`src/rtl/itmr_pkg.sv`:
```
package itmr_pkg;
  localparam int ADDR_W = 4;

  localparam logic [ADDR_W-1:0] OFS_CTRL  = 4'h0;
  localparam logic [ADDR_W-1:0] OFS_LD_LO = 4'h4;
  localparam logic [ADDR_W-1:0] OFS_RD_LO = 4'h8;
  localparam logic [ADDR_W-1:0] OFS_RD_HI = 4'hA;

  // Bit 1 = mode, bit 0 = run (positions are software-visible)
  typedef struct packed {
    logic periodic;
    logic run;
  } ctrl_t;
endpackage

```
`src/rtl/itmr_ctrl_regs.sv`:
```
module itmr_ctrl_regs
  import itmr_pkg::*;
#(
  parameter int CNT_W = 32
) (
  input  logic                 clk,
  input  logic                 rst_n,
  input  logic [ADDR_W-1:0]    bus_addr,
  input  logic                 bus_wr,
  input  logic [CNT_W/2-1:0]   bus_wdata,
  input  logic                 oneshot_done,
  output ctrl_t                ctrl_q,
  output logic                 ctrl_wr,
  output logic                 start_rise,
  output logic [CNT_W-1:0]     load_val
);
  localparam int BUS_W = CNT_W / 2;

  ctrl_t ctrl_d;

  assign ctrl_wr    = bus_wr && (bus_addr == OFS_CTRL);
  assign start_rise = ctrl_wr && bus_wdata[0] && !ctrl_q.run;

  always_comb begin
    ctrl_d = ctrl_q;
    if (ctrl_wr) begin
      ctrl_d.run      = bus_wdata[0];
      ctrl_d.periodic = bus_wdata[1];
    end else if (oneshot_done) begin
      ctrl_d.run = 1'b0;
    end
  end

  always_ff @(posedge clk or negedge rst_n) begin
    if (!rst_n) ctrl_q <= '0;
    else        ctrl_q <= ctrl_d;
  end

  // Reload halves: data-path registers, no reset, written by clock enable
  for (genvar h = 0; h < 2; h++) begin : g_half
    localparam logic [ADDR_W-1:0] HALF_OFS = OFS_LD_LO + ADDR_W'(2 * h);
    logic half_we;
    assign half_we = bus_wr && (bus_addr == HALF_OFS);
    always_ff @(posedge clk) begin
      if (half_we) load_val[h*BUS_W +: BUS_W] <= bus_wdata;
    end
  end

  assert_oneshot_clears_run_R7: assert property (@(posedge clk) disable iff (!rst_n)
    oneshot_done |=> !ctrl_q.run);
  assert_start_sets_run_R4: assert property (@(posedge clk) disable iff (!rst_n)
    start_rise |=> ctrl_q.run);
endmodule

```
`src/rtl/itmr_count_core.sv`:
```
module itmr_count_core #(
  parameter int CNT_W = 32
) (
  input  logic             clk,
  input  logic             rst_n,
  input  logic             run,
  input  logic             periodic,
  input  logic             ctrl_wr,
  input  logic             start_rise,
  input  logic             tick_en,
  input  logic [CNT_W-1:0] load_val,
  output logic [CNT_W-1:0] cnt_q,
  output logic             oneshot_done,
  output logic             zero_evt
);
  logic [CNT_W-1:0] cnt_d;
  logic             step, at_zero, wrap;

  assign step         = run && tick_en && !ctrl_wr;
  assign at_zero      = (cnt_q == '0);
  assign wrap         = step && at_zero;
  assign oneshot_done = wrap && !periodic;

  always_comb begin
    cnt_d = cnt_q;
    if (start_rise)           cnt_d = load_val;
    else if (wrap && periodic) cnt_d = load_val;
    else if (step && !at_zero) cnt_d = cnt_q - 1'b1;
  end

  always_ff @(posedge clk or negedge rst_n) begin
    if (!rst_n) begin
      cnt_q    <= '0;
      zero_evt <= 1'b0;
    end else begin
      cnt_q    <= cnt_d;
      zero_evt <= wrap;
    end
  end

  assert_load_on_start_R4: assert property (@(posedge clk) disable iff (!rst_n)
    start_rise |=> cnt_q == $past(load_val));
  assert_decrement_R5: assert property (@(posedge clk) disable iff (!rst_n)
    (run && tick_en && !ctrl_wr && cnt_q != '0) |=> cnt_q == $past(cnt_q) - 1'b1);
  assert_hold_when_stopped_R5: assert property (@(posedge clk) disable iff (!rst_n)
    (!run && !start_rise) |=> $stable(cnt_q));
  assert_event_after_zero_R6: assert property (@(posedge clk) disable iff (!rst_n)
    $rose(zero_evt) |-> $past(cnt_q) == '0);
  assert_reload_periodic_R8: assert property (@(posedge clk) disable iff (!rst_n)
    (run && tick_en && !ctrl_wr && periodic && cnt_q == '0) |=> cnt_q == $past(load_val));
endmodule

```
`src/rtl/itmr_readback.sv`:
```
module itmr_readback
  import itmr_pkg::*;
#(
  parameter int CNT_W = 32
) (
  input  logic               clk,
  input  logic               rst_n,
  input  logic [ADDR_W-1:0]  bus_addr,
  input  logic               bus_rd,
  input  ctrl_t              ctrl_q,
  input  logic [CNT_W-1:0]   cnt_q,
  output logic [CNT_W/2-1:0] bus_rdata
);
  localparam int BUS_W = CNT_W / 2;

  logic [BUS_W-1:0] shadow_q, shadow_d;
  logic             rd_hi;

  assign rd_hi    = bus_rd && (bus_addr == OFS_RD_HI);
  assign shadow_d = rd_hi ? cnt_q[BUS_W-1:0] : shadow_q;

  always_ff @(posedge clk or negedge rst_n) begin
    if (!rst_n) shadow_q <= '0;
    else        shadow_q <= shadow_d;
  end

  always_comb begin
    bus_rdata = '0;
    if (bus_rd) begin
      case (bus_addr)
        OFS_CTRL:  bus_rdata = {{(BUS_W-2){1'b0}}, ctrl_q};
        OFS_RD_LO: bus_rdata = shadow_q;
        OFS_RD_HI: bus_rdata = cnt_q[CNT_W-1:BUS_W];
        default:   bus_rdata = '0;
      endcase
    end
  end

  assert_capture_low_R10: assert property (@(posedge clk) disable iff (!rst_n)
    rd_hi |=> shadow_q == $past(cnt_q[BUS_W-1:0]));
  assert_shadow_frozen_R10: assert property (@(posedge clk) disable iff (!rst_n)
    !rd_hi |=> $stable(shadow_q));
endmodule

```
`src/rtl/itmr_interval_timer.sv`:
```
module itmr_interval_timer
  import itmr_pkg::*;
#(
  parameter int CNT_W = 32
) (
  input  logic               clk,
  input  logic               rst_n,
  input  logic [3:0]         bus_addr,
  input  logic               bus_wr,
  input  logic               bus_rd,
  input  logic [CNT_W/2-1:0] bus_wdata,
  output logic [CNT_W/2-1:0] bus_rdata,
  input  logic               tick_en,
  output logic               zero_evt
);
  logic [1:0]       rst_sync_q;
  logic             rst_int_n;
  ctrl_t            ctrl_q;
  logic             ctrl_wr, start_rise, oneshot_done;
  logic [CNT_W-1:0] load_val, cnt_q;

  always_ff @(posedge clk or negedge rst_n) begin
    if (!rst_n) rst_sync_q <= 2'b00;
    else        rst_sync_q <= {rst_sync_q[0], 1'b1};
  end
  assign rst_int_n = rst_sync_q[1];

  itmr_ctrl_regs #(.CNT_W(CNT_W)) u_regs (
    .clk(clk), .rst_n(rst_int_n), .bus_addr(bus_addr), .bus_wr(bus_wr),
    .bus_wdata(bus_wdata), .oneshot_done(oneshot_done), .ctrl_q(ctrl_q),
    .ctrl_wr(ctrl_wr), .start_rise(start_rise), .load_val(load_val));

  itmr_count_core #(.CNT_W(CNT_W)) u_core (
    .clk(clk), .rst_n(rst_int_n), .run(ctrl_q.run), .periodic(ctrl_q.periodic),
    .ctrl_wr(ctrl_wr), .start_rise(start_rise), .tick_en(tick_en),
    .load_val(load_val), .cnt_q(cnt_q), .oneshot_done(oneshot_done),
    .zero_evt(zero_evt));

  itmr_readback #(.CNT_W(CNT_W)) u_rdbk (
    .clk(clk), .rst_n(rst_int_n), .bus_addr(bus_addr), .bus_rd(bus_rd),
    .ctrl_q(ctrl_q), .cnt_q(cnt_q), .bus_rdata(bus_rdata));
endmodule

```
`config.mk`:
```
export PLATFORM = sky130hd
export DESIGN_NAME = itmr_interval_timer
export DESIGN_NICKNAME = d
export VERILOG_FILES = /design/src/rtl/itmr_pkg.sv /design/src/rtl/itmr_ctrl_regs.sv /design/src/rtl/itmr_count_core.sv /design/src/rtl/itmr_readback.sv /design/src/rtl/itmr_interval_timer.sv
export SDC_FILE = /design/constraint.sdc
export NUM_CORES = 1
export LEC_CHECK = 0
export ABC_CLOCK_PERIOD_IN_PS = 5250
export BUFFER_PORTS_ARGS = -buffer_cell sky130_fd_sc_hd__buf_2
export CAP_MARGIN = 10
export CORE_MARGIN = 2
export CORE_UTILIZATION = 60
export DETAILED_ROUTE_END_ITERATION = 6
export PLACE_DENSITY = 0.81
export SYNTH_ARGS = -nofsm -noshare
export SYNTH_HDL_FRONTEND = slang
export SYNTH_SLANG_ARGS = --single-unit
```
`constraint.sdc`:
```
create_clock -name clk -period 5.25 [get_ports clk]
set_clock_uncertainty 0.1 [all_clocks]
set_input_delay 0.7875 -clock clk [delete_from_list [all_inputs] [get_ports clk]]
set_output_delay 0.7875 -clock clk [all_outputs]
set_load 0.01 [all_outputs]
```
# == Word level (Yosys, flattened, before mapping) ==
# Cells that the tools add are included.
# classes
eq_ne,4
addsub,1
n_reduce_logical,20
n_mux,7
# op_table
cell,n
2-to-1 mux 32 bit,3
one-hot mux 16 bit (3 select lines),1
zero test 32 bit,1
subtractor 32 x 1 -> 32 bit (second input constant),1
2-to-1 mux 16 bit,1
logical AND 1 bit,12
== test 4 x 3 -> 1 bit (second input constant),2
== test 4 bit (second input constant),2
zero test 1 bit,4
zero test 4 bit,1
nonzero test 3 bit,1
2-to-1 mux 1 bit,2
nonzero test 2 bit,1
# word_totals
output_inout_bits,17
reg_bits,85
wordCells,40
input_bits,25

# == Depth between registers and ports, before layout ==
# depth
ltp_word,8
depth_mapped,10
mapped_depth_nobuf,8

# == Modules after synthesis ==
# Synthesis repeated with hierarchy kept, for this count alone.
# hier_totals
hier_cells,347
area_unflattened_um2,4110.2
# modules_own_cells
mod,cells_each,seq_area_each_um2,instances,area_each_um2
itmr_count_core,223,825.8,1,2024.4
itmr_ctrl_regs,45,1011.0,1,1096.1
itmr_readback,76,400.4,1,935.9
itmr_interval_timer,3,50.0,1,53.8

# == Worst setup path after synthesis ==
# No wires, ideal clock.
# synth_path
kind,register to register
start,reg u_core.cnt_q[12]
end,reg u_core.cnt_q[30]
synth_period_minus_slack_ps,3093
path_stages_with_launch,8
path_buffers,1
required_time_ps,5027
t_arrival_ps,2870
slack_ps,2157
cell_sequence,dfrtp_1 -> or4_1 -> or4b_1 -> buf_2 -> or4_4 -> or4_1 -> or3_1 -> o221a_2
# synth_via
elab_chain_len,5
word_cells_on_any_way,10
# synth_lines
element,line_no,text
from (decl),itmr_count_core.sv:12,"output logic [CNT_W-1:0] cnt_q,"
from (signal assigned),itmr_count_core.sv:36,cnt_q <= cnt_d;
"parallel branches: the longest is 5 deep, another holds subtractor 32 x 1 -> 32 bit",-,
# Parallel ways; which one is timed is not known. The select of a mux whose other input is x is not followed.
# A chain may end at the register's enable or synchronous reset.

# == Worst setup path after layout ==
# layout_path
start,in bus_addr[0]
end,out bus_rdata[3]
# layout_via
elab_chain_len,3
word_cells_on_any_way,5
# layout_lines
element,line_no,text
from (decl),itmr_interval_timer.sv:8,"input logic [3:0] bus_addr,"
== test 4 bit or zero test 4 bit (tied branches),itmr_readback.sv:30,case (bus_addr)
one-hot mux 16 bit (3 select lines) *,itmr_readback.sv:30,
2-to-1 mux 16 bit *,itmr_readback.sv:29,if (bus_rd) begin
to (decl),itmr_interval_timer.sv:12,"output logic [CNT_W/2-1:0] bus_rdata,"
# Every way passes the cells marked *; elsewhere a longest branch is shown, timed or not.

==> metrics.md <==
| Metric | Value |
|---|---|
| Post-layout util | `70.5%` |
| GPL Wtd Cong | `0.926` |
| Sequential share of the synthesized area | `57.7%` |
| CP max stage cell | `and2_0` |
| Die span in y | `roughly 85 um` |
| Layout area overhead | `13.5%` |
| Initial cell density of the core | `between 60% and 70%` |
| WL final | `around 8.9 mm` |
| Fmax | `roughly 280 MHz` |
| Power, Total | `1.98 mW` |
| CTS tree | `yes` |
| Share of cells above drive strength 1 | `21.7%` |
| IO Count | `42` |
| Status | `finished clean` |
| Vias in the first global route | `~2.9k` |
| Synthesis-stage register bit count | `85` |
| Clock Pin Slew Worst Setup and Hold Paths | `around 0.080 ns` |
| Minimum clock period | `3.58 ns` |
| ANT nets after route | `0` |
| Setup TNS | `0 ns` |
| Top cell by count, worst path | `buf_2` |
| Worst R2R Setup Slack | `1.84 ns` |
| Share of flip-flops with an asynchronous set or reset | `approximately 62%` |
| Critical path capture point type | `primary output` |
| Synth Area in Compound Gates | `14.6%` |
| First-pass GRT wire length | `about 14 mm` |
| Final Net Count | `435` |
| Synth Flop Type | `dfrtp_1` |
| Drt pass-1 iters | `5` |
| Pins Over Slew Limit | `0` |
| Cell count of the worst reg-to-reg path | `6` |
| Total global-route track usage | `25.8%` |
| Netlist cell types | `48` |
| Post-DP HPWL | `a little over 6 mm` |
| Post-Syn Area | `approximately 4000 sq um` |
| Max_cap viols | `0` |
| Via count | `around 3.1k` |
| Largest family of logic cells by synthesized area | `simple AND/OR/NAND/NOR gates` |
| Rows | `29` |
| Die W | `between 80 and 90 um` |
| Antenna cells | `0` |
| Worst slew margin | `42.8%` |
| Final Hold Vio Count | `0` |
| Htree depth | `3` |
| Cells after Synth | `about 370` |
| Unrepaired setup endpoints after global routing | `false` |
| Hold buffers post-CTS | `0` |
| Grt total ovfl | `0` |
| Largest net degree at the start of global routing | `52` |
| Clock sinks | `85` |
| Period utilization | `68.1%` |
| I/O Buffers | `41` |
| Syn avg cell area | `approximately 11 sq um` |
| Mux cell area share after synthesis | `5.08%` |
| Vias per cell | `between 6 and 7` |
| Synth Net Count | `between 300 and 400` |
| Leak | `around 1.8 nW` |
| Largest stage delay, worst path | `slightly below 0.8 ns` |
| RR Startpoint | `u_core.cnt_q[12]$_DFFE_PN0P_` |
| EDFF count, synth | `32` |
| DRC violation count after routing | `0` |
| Clock buffer depth | `2` |
| Crit Reg-Reg Endpoint | `u_core.cnt_q[8]$_DFFE_PN0P_` |
| Worst VDD drop | `approximately 0.00024 V` |
| Setup Viol. Count Final | `0` |
| Critical Path AT | `2.69 ns` |
| Tightest Hold Check Type | `input port to async pin` |
| Post-CTS Resized | `0` |
| Simple-Gate Fraction of Synth Area | `between 15 and 20%` |
| Worst slew pin tran | `roughly 0.86 ns` |
| Initial drt markers | `roughly 220` |
| Area share of fa/ha/maj cells after synthesis | `less than 1%` |
| Data required, critical path | `~4.4 ns` |
| Clk_lat worst skew | `0.35 ns` |
| Number of setup buffers added after CTS | `0` |
| CTS buffer count | `9` |
| CP Launch Type | `input port` |
| Worst setup path class | `input port to primary output` |
| XOR/XNOR share of the synthesized area | `roughly 2.6%` |
| Die ar. | `slightly above 7000 sq um` |
| Yosys warnings | `0` |
| CTS root buf | `clkbuf_8` |
| Crit-path cells | `buf_2 > nor3_1 > and2_0 > a22oi_1 > nor2_1 > buf_2` |
| Core region area | `between 6000 and 7000 sq um` |
| Antenna violations before repair | `0` |
| Worst Path Max Fanout | `14` |
| PwrDens | `approximately 440 nW/um^2` |
| Drt wl/cell | `~18 um` |
report_power, final:
part	internal [mW]	leakage, nW	switching, mW
clock network	0.271	0.112	0.239
logic	0.203	0.729	0.252
registers	0.834	0.972	0.180
total	1.31	1.81	0.670
critical path: cells and delay by family:
kind | cells | cell delay [ns]
AO/OA/AOI/OAI | 1 | 0.18
AND/OR/NAND/NOR | 3 | 1.43
buffers and inverters | 2 | 0.28
cells in the mapped netlist, drive strengths merged (5+ instances only):
library cell   n  share of area, %
a21oi         10               1.3
nor2          35               3.3
nor3          18               2.3
dfrtp         53                33
o21ai         30               3.8
inv            5              0.47
or4            5               1.0
mux2          17               4.8
xnor2         10               2.2
nor4          10               1.6
or3            7               1.1
clkbuf        15               1.4
nand3         10               1.3
nand2         41               3.9
edfxtp        32                24
a22oi         22               4.2
flip-flops by register name, summed over array words and instances, names as in the netlist:
signal           cells
u_regs.load_val     32
u_regs.ctrl_q        2
u_core.cnt_q        32
u_core.zero_evt      1
u_rdbk.shadow_q     16
rst_sync_q           2
stage by stage:
stage / hold slack, ns / setup slack [ns] / instances / cell area [sq um]
2_1_floorplan: 0.231 / 2.16 / 369 / 3970
6_report: 0.103 / 1.67 / 491 / 4500
5_1_grt: 0.0956 / 1.43 / 491 / 4500
3_5_place_dp: 0.242 / 1.69 / 474 / 4260
4_1_cts: 0.101 / 1.69 / 490 / 4480
3_3_place_gp: 0.236 / 1.75 / 474 / 4260
layer usage:
metal  vias to the layer above  routed length (um)  track usage [%]
met5                         -                   0                0
met1                      1496                3810             36.1
met3                        24                 547             4.96
li1                       1444                   -                -
met2                       111                4270             40.3
met4                         0                 249             10.4
worst max-delay path by stage:
stage / to / from / slack [ns] / cells past startpoint
2_1_floorplan: u_core.cnt_q[30]$_DFFE_PN0P_ / u_core.cnt_q[12]$_DFFE_PN0P_ / 2.16 / 7
3_3_place_gp: bus_rdata[3] / bus_addr[0] / 1.75 / 6
4_1_cts: bus_rdata[4] / bus_addr[0] / 1.69 / 6
5_1_grt: bus_rdata[3] / bus_addr[0] / 1.43 / 6
6_report: bus_rdata[3] / bus_addr[0] / 1.67 / 6
3_5_place_dp: bus_rdata[3] / bus_addr[0] / 1.69 / 6
cells by family after synthesis:
group | Yosys count
and+or+nand+nor | 143
AOI/OAI and AO/OA | 87
DFF | 85
buffers and inverters | 22
muxes | 18
xor gates and xnor gates | 12
adders and majority gates | 1
other | 1
layout by cell type, fill, tap and decap left out, drive strengths merged, types with 2 or more instances in the layout:
master,n
o21a,4
dfrtp,53
mux2,17
nor3b,2
nor4,10
o211ai,2
a32oi,2
edfxtp,32
inv,7
a22oi,22
or2,2
xnor2,10
nand2,41
o311ai,3
or4,5
buf,46
nand3,10
nand4,2
nor3,18
clkbuf,9
nor2,35
clkinv,2
or3,7
nand2b,4
a31oi,2
a21o,3
o21ai,30
bufinv,2
and2,2
xor2,2
a21oi,10
cell type report:
cell class                      instances  area (sq um)
Fill cell                             480          1890
Tap cell                               77          96.3
Sequential cell                        85          2290
Timing Repair Buffer                   46           255
Inverter                                5          18.8
Clock inverter                          7          97.6
Clock buffer                            9           124
Multi-Input combinational cell        262          1620
(Power assumes the default switching activity.)
